`config.mk`:
```
export PLATFORM = sky130hd
export DESIGN_NAME = dma_req_stat_regs
export DESIGN_NICKNAME = d
export VERILOG_FILES = /design/src/rtl/dmars_pkg.sv /design/src/rtl/dmars_setclr_bank.sv /design/src/rtl/dmars_read_port.sv /design/src/rtl/dma_req_stat_regs.sv
export SDC_FILE = /design/constraint.sdc
export NUM_CORES = 1
export LEC_CHECK = 0
export BUFFER_PORTS_ARGS = -buffer_cell sky130_fd_sc_hd__clkbuf_2
export CAP_MARGIN = 15
export CORE_UTILIZATION = 44
export CTS_BUF_LIST = sky130_fd_sc_hd__clkbuf_4 sky130_fd_sc_hd__clkbuf_8 sky130_fd_sc_hd__clkbuf_16
export CTS_CLUSTER_DIAMETER = 200
export CTS_CLUSTER_SIZE = 40
export DETAILED_ROUTE_END_ITERATION = 8
export GPL_TIMING_DRIVEN = 0
export PLACE_DENSITY = 0.92
export SLEW_MARGIN = 20
export SYNTH_ARGS = -nofsm -noshare
export SYNTH_HDL_FRONTEND = slang
export SYNTH_SLANG_ARGS = --single-unit
```
`constraint.sdc`:
```
create_clock -name clk -period 3.2 [get_ports clk]
set_clock_uncertainty 0.1 [all_clocks]
set_input_delay 0.32 -clock clk [delete_from_list [all_inputs] [get_ports clk]]
set_output_delay 0.32 -clock clk [all_outputs]
set_load 0.02 [all_outputs]
```
`src/rtl/dmars_pkg.sv`:
```
package dmars_pkg;
    localparam int REG_IDX_W = 2;

    typedef enum logic [REG_IDX_W-1:0] {
        REG_SWREQ  = 2'd0,
        REG_CHEN   = 2'd1,
        REG_ERRRAW = 2'd2,
        REG_SPARE  = 2'd3
    } reg_sel_e;
endpackage

```
`src/rtl/dmars_setclr_bank.sv`:
```
module dmars_setclr_bank #(
    parameter int W = 8
) (
    input  logic         clk,
    input  logic         rst_n,
    input  logic [W-1:0] set_i,
    input  logic [W-1:0] clr_i,
    output logic [W-1:0] q_o
);
    typedef struct packed {
        logic [W-1:0] bits;
    } bank_t;

    bank_t        st_d, st_q;
    logic [W-1:0] bit_nxt;

    // Set has priority over clear on every bit.
    for (genvar i = 0; i < W; i++) begin : g_bit
        assign bit_nxt[i] = set_i[i] | (st_q.bits[i] & ~clr_i[i]);
    end

    always_comb begin
        st_d = st_q;
        if (!rst_n) begin
            st_d.bits = '0;
        end else begin
            st_d.bits = bit_nxt;
        end
    end

    always_ff @(posedge clk) begin
        st_q <= st_d;
    end

    assign q_o = st_q.bits;
endmodule

```
`src/rtl/dmars_read_port.sv`:
```
module dmars_read_port
    import dmars_pkg::*;
#(
    parameter int NUM_LINES = 16,
    parameter int NUM_CH    = 8,
    parameter int DATA_W    = 32
) (
    input  logic                 clk,
    input  logic                 rst_n,
    input  logic                 rd_en,
    input  reg_sel_e             rd_sel,
    input  logic [NUM_LINES-1:0] req_view,
    input  logic [NUM_CH-1:0]    en_view,
    input  logic [NUM_CH-1:0]    err_view,
    output logic [DATA_W-1:0]    rdata
);
    typedef struct packed {
        logic [DATA_W-1:0] data;
    } rd_t;

    rd_t               st_d, st_q;
    logic [DATA_W-1:0] mux;

    always_comb begin
        mux = '0;
        unique case (rd_sel)
            REG_SWREQ:  mux[NUM_LINES-1:0] = req_view;
            REG_CHEN:   mux[NUM_CH-1:0]    = en_view;
            REG_ERRRAW: mux[NUM_CH-1:0]    = err_view;
            default:    mux                = '0;
        endcase
    end

    always_comb begin
        st_d = st_q;
        if (!rst_n) begin
            st_d.data = '0;
        end else if (rd_en) begin
            st_d.data = mux;
        end
    end

    always_ff @(posedge clk) begin
        st_q <= st_d;
    end

    assign rdata = st_q.data;

    // Unused upper bits never carry data
    p_upper_zero_r9: assert property (@(posedge clk) disable iff (!rst_n)
        rdata[DATA_W-1:NUM_LINES] == '0);
endmodule

```
`src/rtl/dma_req_stat_regs.sv`:
```
module dma_req_stat_regs
    import dmars_pkg::*;
#(
    parameter int NUM_LINES = 16,
    parameter int NUM_CH    = 8,
    parameter int DATA_W    = 32
) (
    input  logic                 clk,
    input  logic                 rst_n,
    input  logic                 bus_sel,
    input  logic                 bus_we,
    input  logic [REG_IDX_W-1:0] bus_addr,
    input  logic [DATA_W-1:0]    bus_wdata,
    output logic [DATA_W-1:0]    bus_rdata,
    input  logic [NUM_LINES-1:0] periph_req,
    input  logic [NUM_LINES-1:0] line_done,
    output logic [NUM_LINES-1:0] line_req,
    input  logic [NUM_CH-1:0]    ch_en_strobe,
    input  logic [NUM_CH-1:0]    ch_xfer_done,
    input  logic [NUM_CH-1:0]    ch_err_pulse,
    input  logic [NUM_CH-1:0]    ch_err_clr,
    output logic [NUM_CH-1:0]    ch_enabled,
    output logic [NUM_CH-1:0]    ch_err_raw
);
    reg_sel_e             sel;
    logic                 wr_hit;
    logic [NUM_LINES-1:0] sw_set;
    logic [NUM_LINES-1:0] sw_q;
    logic                 rd_en;

    assign sel    = reg_sel_e'(bus_addr);
    assign wr_hit = bus_sel && bus_we && (sel == REG_SWREQ);
    assign sw_set = wr_hit ? bus_wdata[NUM_LINES-1:0] : '0;
    assign rd_en  = bus_sel && !bus_we;

    dmars_setclr_bank #(.W(NUM_LINES)) u_swreq (
        .clk   (clk),
        .rst_n (rst_n),
        .set_i (sw_set),
        .clr_i (line_done),
        .q_o   (sw_q)
    );

    dmars_setclr_bank #(.W(NUM_CH)) u_chen (
        .clk   (clk),
        .rst_n (rst_n),
        .set_i (ch_en_strobe),
        .clr_i (ch_xfer_done),
        .q_o   (ch_enabled)
    );

    dmars_setclr_bank #(.W(NUM_CH)) u_err (
        .clk   (clk),
        .rst_n (rst_n),
        .set_i (ch_err_pulse),
        .clr_i (ch_err_clr),
        .q_o   (ch_err_raw)
    );

    assign line_req = periph_req | sw_q;

    dmars_read_port #(
        .NUM_LINES (NUM_LINES),
        .NUM_CH    (NUM_CH),
        .DATA_W    (DATA_W)
    ) u_rd (
        .clk      (clk),
        .rst_n    (rst_n),
        .rd_en    (rd_en),
        .rd_sel   (sel),
        .req_view (line_req),
        .en_view  (ch_enabled),
        .err_view (ch_err_raw),
        .rdata    (bus_rdata)
    );

    // reset empties every flag
    p_reset_clears_r1: assert property (@(posedge clk)
        !rst_n |=> (sw_q == '0) && (ch_enabled == '0) && (ch_err_raw == '0));

    // completion without a set clears the bit
    p_done_clears_r3: assert property (@(posedge clk) disable iff (!rst_n)
        ((line_done & ~sw_set) != '0) |=> ((sw_q & $past(line_done & ~sw_set)) == '0));

    // set wins over same-cycle completion
    p_set_wins_r4: assert property (@(posedge clk) disable iff (!rst_n)
        ((line_done & sw_set) != '0) |=>
            ((sw_q & $past(line_done & sw_set)) == $past(line_done & sw_set)));

    // enable strobe wins over transfer completion
    p_en_wins_r7: assert property (@(posedge clk) disable iff (!rst_n)
        ((ch_en_strobe & ch_xfer_done) != '0) |=>
            ((ch_enabled & $past(ch_en_strobe & ch_xfer_done)) == $past(ch_en_strobe & ch_xfer_done)));

    // error pulse wins over clear
    p_err_wins_r8: assert property (@(posedge clk) disable iff (!rst_n)
        ((ch_err_pulse & ch_err_clr) != '0) |=>
            ((ch_err_raw & $past(ch_err_pulse & ch_err_clr)) == $past(ch_err_pulse & ch_err_clr)));

    // writes elsewhere leave the requests untouched
    p_other_write_ignored_r10: assert property (@(posedge clk) disable iff (!rst_n)
        (bus_sel && bus_we && (bus_addr != 2'd0) && (line_done == '0)) |=> $stable(sw_q));
endmodule

```
# --- Word-level counts from Yosys, hierarchy flattened ---
# Index checks and enable logic that the tools add are counted.
word_totals:
  register_bits: 48
  in_bits: 102
  output_inout_bits: 64
  wordCells: 111
classes:
  n_eq_ne: 2
  muxes: 3
  bitwise: 97
  n_reduce_logical: 5
ops:
  columns: ["op", "n"]
  rows:
  - ["bitwise AND 1 bit", 32]
  - ["inverter 1 bit", 32]
  - ["bitwise OR 1 bit", 32]
  - ["case mux 8 bit (3 select lines)", 1]
  - ["2-to-1 mux 16 bit", 1]
  - ["bitwise OR 16 bit", 1]
  - ["2-to-1 mux 8 bit", 1]
  - ["logical AND 1 bit", 3]
  - ["== test 2 x 1 -> 1 bit (second input constant)", 1]
  - ["== test 2 bit (second input constant)", 1]
  - ["logical NOT 2 bit", 1]
  - ["logical NOT 1 bit", 1]

# --- Logic depth before layout (Yosys ltp) ---
depth:
  word_depth: 4
  ltp_mapped: 5
  ltp_nobuf: 3

# --- By module ---
# Synthesis repeated with hierarchy kept, for this count alone.
unflattened:
  cells_unflattened: 242
  hier_area_um2: 2377.3
by_module_without_submodules:
  columns: ["mod", "n_inst", "cells_per_inst", "area_each_um2", "seq_area_each_um2"]
  rows:
  - ["dmars_read_port", 1, 107, 879.6, 320.3]
  - ["dmars_setclr_bank (u_chen ...)", 2, 25, 337.8, 160.2]
  - ["dmars_setclr_bank (u_swreq)", 1, 50, 571.8, 320.3]
  - ["dma_req_stat_regs", 1, 35, 250.2, 0.0]

# --- Worst setup path after synthesis ---
# OpenSTA, ideal clock, no wires.
synth_timing:
  path_type: "input to register"
  from: "input port bus_we"
  to: "register u_rd.st_q, in the netlist u_rd.rdata[4]"
  setup_time_ps: 127
  arrival_time_ps: 1010
  required_time_ps: 2973
  slack_ps: 1963
  path_stages: 5
  n_path_buf: 2
  path_cell_list: "nand2b_1 > buf_4 > buf_4 > a22oi_1 > a221oi_2"
synth_via:
  elab_chain_len: 2
synth_lines:
  columns: ["item", "line_no", "source"]
  rows:
  - ["start: declaration", "dma_req_stat_regs.sv:11", "input logic bus_we,"]
  - ["logical NOT 1 bit", "dma_req_stat_regs.sv:34", "assign rd_en = bus_sel && !bus_we;"]
  - ["logical AND 1 bit", "dma_req_stat_regs.sv:34", null]
  - ["end signal: assignment", "dmars_read_port.sv:44", "st_q <= st_d;"]
  - ["end: declaration", "dmars_read_port.sv:21", "rd_t st_d, st_q;"]
# Every way passes these cells.
# A chain may end at the register's enable or synchronous reset.

# --- Worst setup path in the final report ---
layout_timing:
  from: "register u_swreq.st_q, in the netlist u_swreq.q_o[12]"
  to: "output port line_req[12]"
layout_via:
  elab_chain_len: 1
layout_lines:
  columns: ["item", "line_no", "source"]
  rows:
  - ["start: declaration", "dmars_setclr_bank.sv:14", "bank_t st_d, st_q;"]
  - ["start signal: assignment", "dmars_setclr_bank.sv:32", "st_q <= st_d;"]
  - ["bitwise OR 16 bit", "dma_req_stat_regs.sv:60", "assign line_req = periph_req | sw_q;"]
  - ["end: declaration", "dma_req_stat_regs.sv:17", "output logic [NUM_LINES-1:0] line_req,"]
# Every way passes these cells.

==> run metrics <==
status finished, final reports clean; I/O pin count 166; Final WS setup between 1.5 and 2 ns; Post-Synth XOR/XNOR Area 0%; setup TNS 0 ns; post-DP HPWL between 4000 and 5000 um; area share of the largest cell type after synthesis between 40% and 50%; CORE AREA 5107 um^2; syn_area_per_cell ~8.5 um^2; most common library cells after synthesis dfxtp_1 (48), a21oi_1 (30), inv_1 (25); endpoint type of the worst setup path output pin; nets@finish around 530; worst slew pin tran between 0.6 and 0.7 ns; cells on worst reg2reg path 3; largest net degree at the start of global routing 15; Max Cap Viol 0; CP Buf/Inv Count 1; post-cts repair resize count 0; ranking of synthesized cells by area dfxtp_1 (41%), a21oi_1 (6.5%), buf_4 (6.1%); Inserted Clock Buffers 5; placed insts 490; Initial Util ~45%; CTS Buffer Depth 2; Post-CTS Setup Inserts 0; CP arrival 1.09 ns; Critical-path top delay cell dfxtp_1; sequential fraction of the synthesis area slightly above 40%; cts hold-fix bufs 0; num rows 26; Power Total around 1.3 mW; layout cells sized above 1 between 50 and 60%; Final Slew Violations 0; Critical Path RT approximately 2.8 ns; vias per cell ~4.7; die footprint approximately 5600 um^2; vias in the first global route roughly 2.1k; crit path max fanout 2; Cells after Synth about 270; Hold/Removal Path Class in2reg; largest family of logic cells by synthesized area simple AND/OR/NAND/NOR gates; initial antenna violation count 0; worst skew pair latency a little under 0.3 ns; clk slew on worst S/H paths ~0.09 ns; initial DRC count 30; synth warn 0; Most used DFF post-synth dfxtp_1; RePlAce Congestion 0.7481; top-count cell post-synth dfxtp_1; Cell variety after synth 27; multiplexer share of the synthesized area 0%; Pwr per Cell Area ~390 nW/um^2; Compound-Gate Fraction of Synth Area between 20% and 30%; CTS tree built; Async S/R FF share, synth 0%; Finished Layout Cells 498; startpoint types flip-flop; Tot GR Track Use a little over a fifth; CTS sink cnt 48; Post-synth EDFFs 0; leakage power ~1.6 nW; Tcrit/Tclk final 47.11%; area grow syn2layout 38.87%; DP Worst Slack ~1.8 ns; Simple-Gate Fraction of Synth Area around a quarter; leading area contributor after synthesis dfxtp_1; Crit Path Class reg2out; CTS root buffer clkbuf_8; DR DRC count 0; RSZ-0062 raised after global routing no; highest clock rate ~660 MHz; Worst path max stage delay roughly 0.32 ns; IO buf count roughly 130; WP depth 2; Synth Area in Adders 0%; wire per inst 12.13 um; Routed Antenna Nets 0; H-tree depth 2; Antenna diodes 0; die width between 70 and 80 um; final count of hold timing violations 0; crit-path leading delay family flip-flops; Mapped Area 2321 um^2; FF+latch count, synth 48; gr ovfl total 0; fin crit period approximately 1.5 ns; DRT Pass-1 Iters 4; drt total wl 6040 um; worst rel slew slack roughly three fifths; crit-path cells or2_2, clkbuf_2; global-route wire length before repair between 9000 and 10,000 um; Max rail drop VDD between 200 and 300 uV; via count roughly 2.3k; die height 74.63 um; Finish-stage setup viols 0; hold depth 3; Hold WS 0.1286 ns
[worst reg2reg max path, delay by kind of cell (launching register included)]
| family | cells | cell delay (ns) |
|---|---|---|
| AOI/OAI and AO/OA | 2 | 0.54 |
| DFF | 1 | 0.37 |
| buffers and inverters | 1 | 0.05 |
[sequential cells by signal (all words and copies together), names as in the netlist]
name	cells
u_chen.q_o	8
u_err.q_o	8
u_rd.rdata	16
u_swreq.q_o	16
[per-layer routing]
layer | vias up | routed length, um | track usage [%]
met1 | 1032 | 2446 | 23.01
met4 | 0 | 110 | 9.434
li1 | 1175 | - | -
met5 | - | 0 | 0
met3 | 9 | 394 | 4.016
met2 | 108 | 3088 | 42.04
[metrics by stage]
step                      instance area, um^2  util [%]
after floorplan                          2377         -
after global placement                   3131     61.29
after detailed placement                 3131     61.29
after CTS                                3223     63.11
after global routing                     3223     63.11
final                                    3223     63.11
[area by class of cell]
class	count	area, um^2
clock inverter	2	10.01
clock buffer	6	82.58
timing repair buffer	133	665.6
multi-input combinational	183	1092
buffer	31	230.2
inverter	25	93.84
fill	419	1884
tap	70	87.58
sequential	48	960.9
[worst paths after layout]
kind | startpoint | endpoint | slack (ns)
max reg2reg | u_chen.q_o[5] | u_rd.rdata[5] | 2.04
min | ch_err_pulse[3] | u_err.q_o[3] | 0.13
min reg2reg | u_rd.rdata[10] | u_rd.rdata[10] | 0.36
max | u_swreq.q_o[12] | line_req[12] | 1.69
[where the power goes]
group          internal (mW)  switching [mW]  total (mW)
Sequential             0.617          0.0151       0.632
Clock                  0.173           0.189       0.362
Combinational          0.114           0.148       0.262
[kinds of logic (layout without fill, tap and decap cells)]
family / after synthesis / in the layout
and+or+nand+nor: 103 / 103
AOI/OAI and AO/OA: 64 / 64
buffers and inverters: 56 / 197
DFF: 48 / 48
other: 1 / 16
[layout by cell type, fill, tap and decap left out, types with 16 or more instances in the layout]
cell / instances
a21oi_1: 30
clkbuf_2: 133
inv_1: 25
dfxtp_1: 48
conb_1: 16
nor2_1: 22
or2_2: 16
buf_4: 19
nor2b_1: 17
nand2_1: 16
Power figures use the tool's default switching activity.
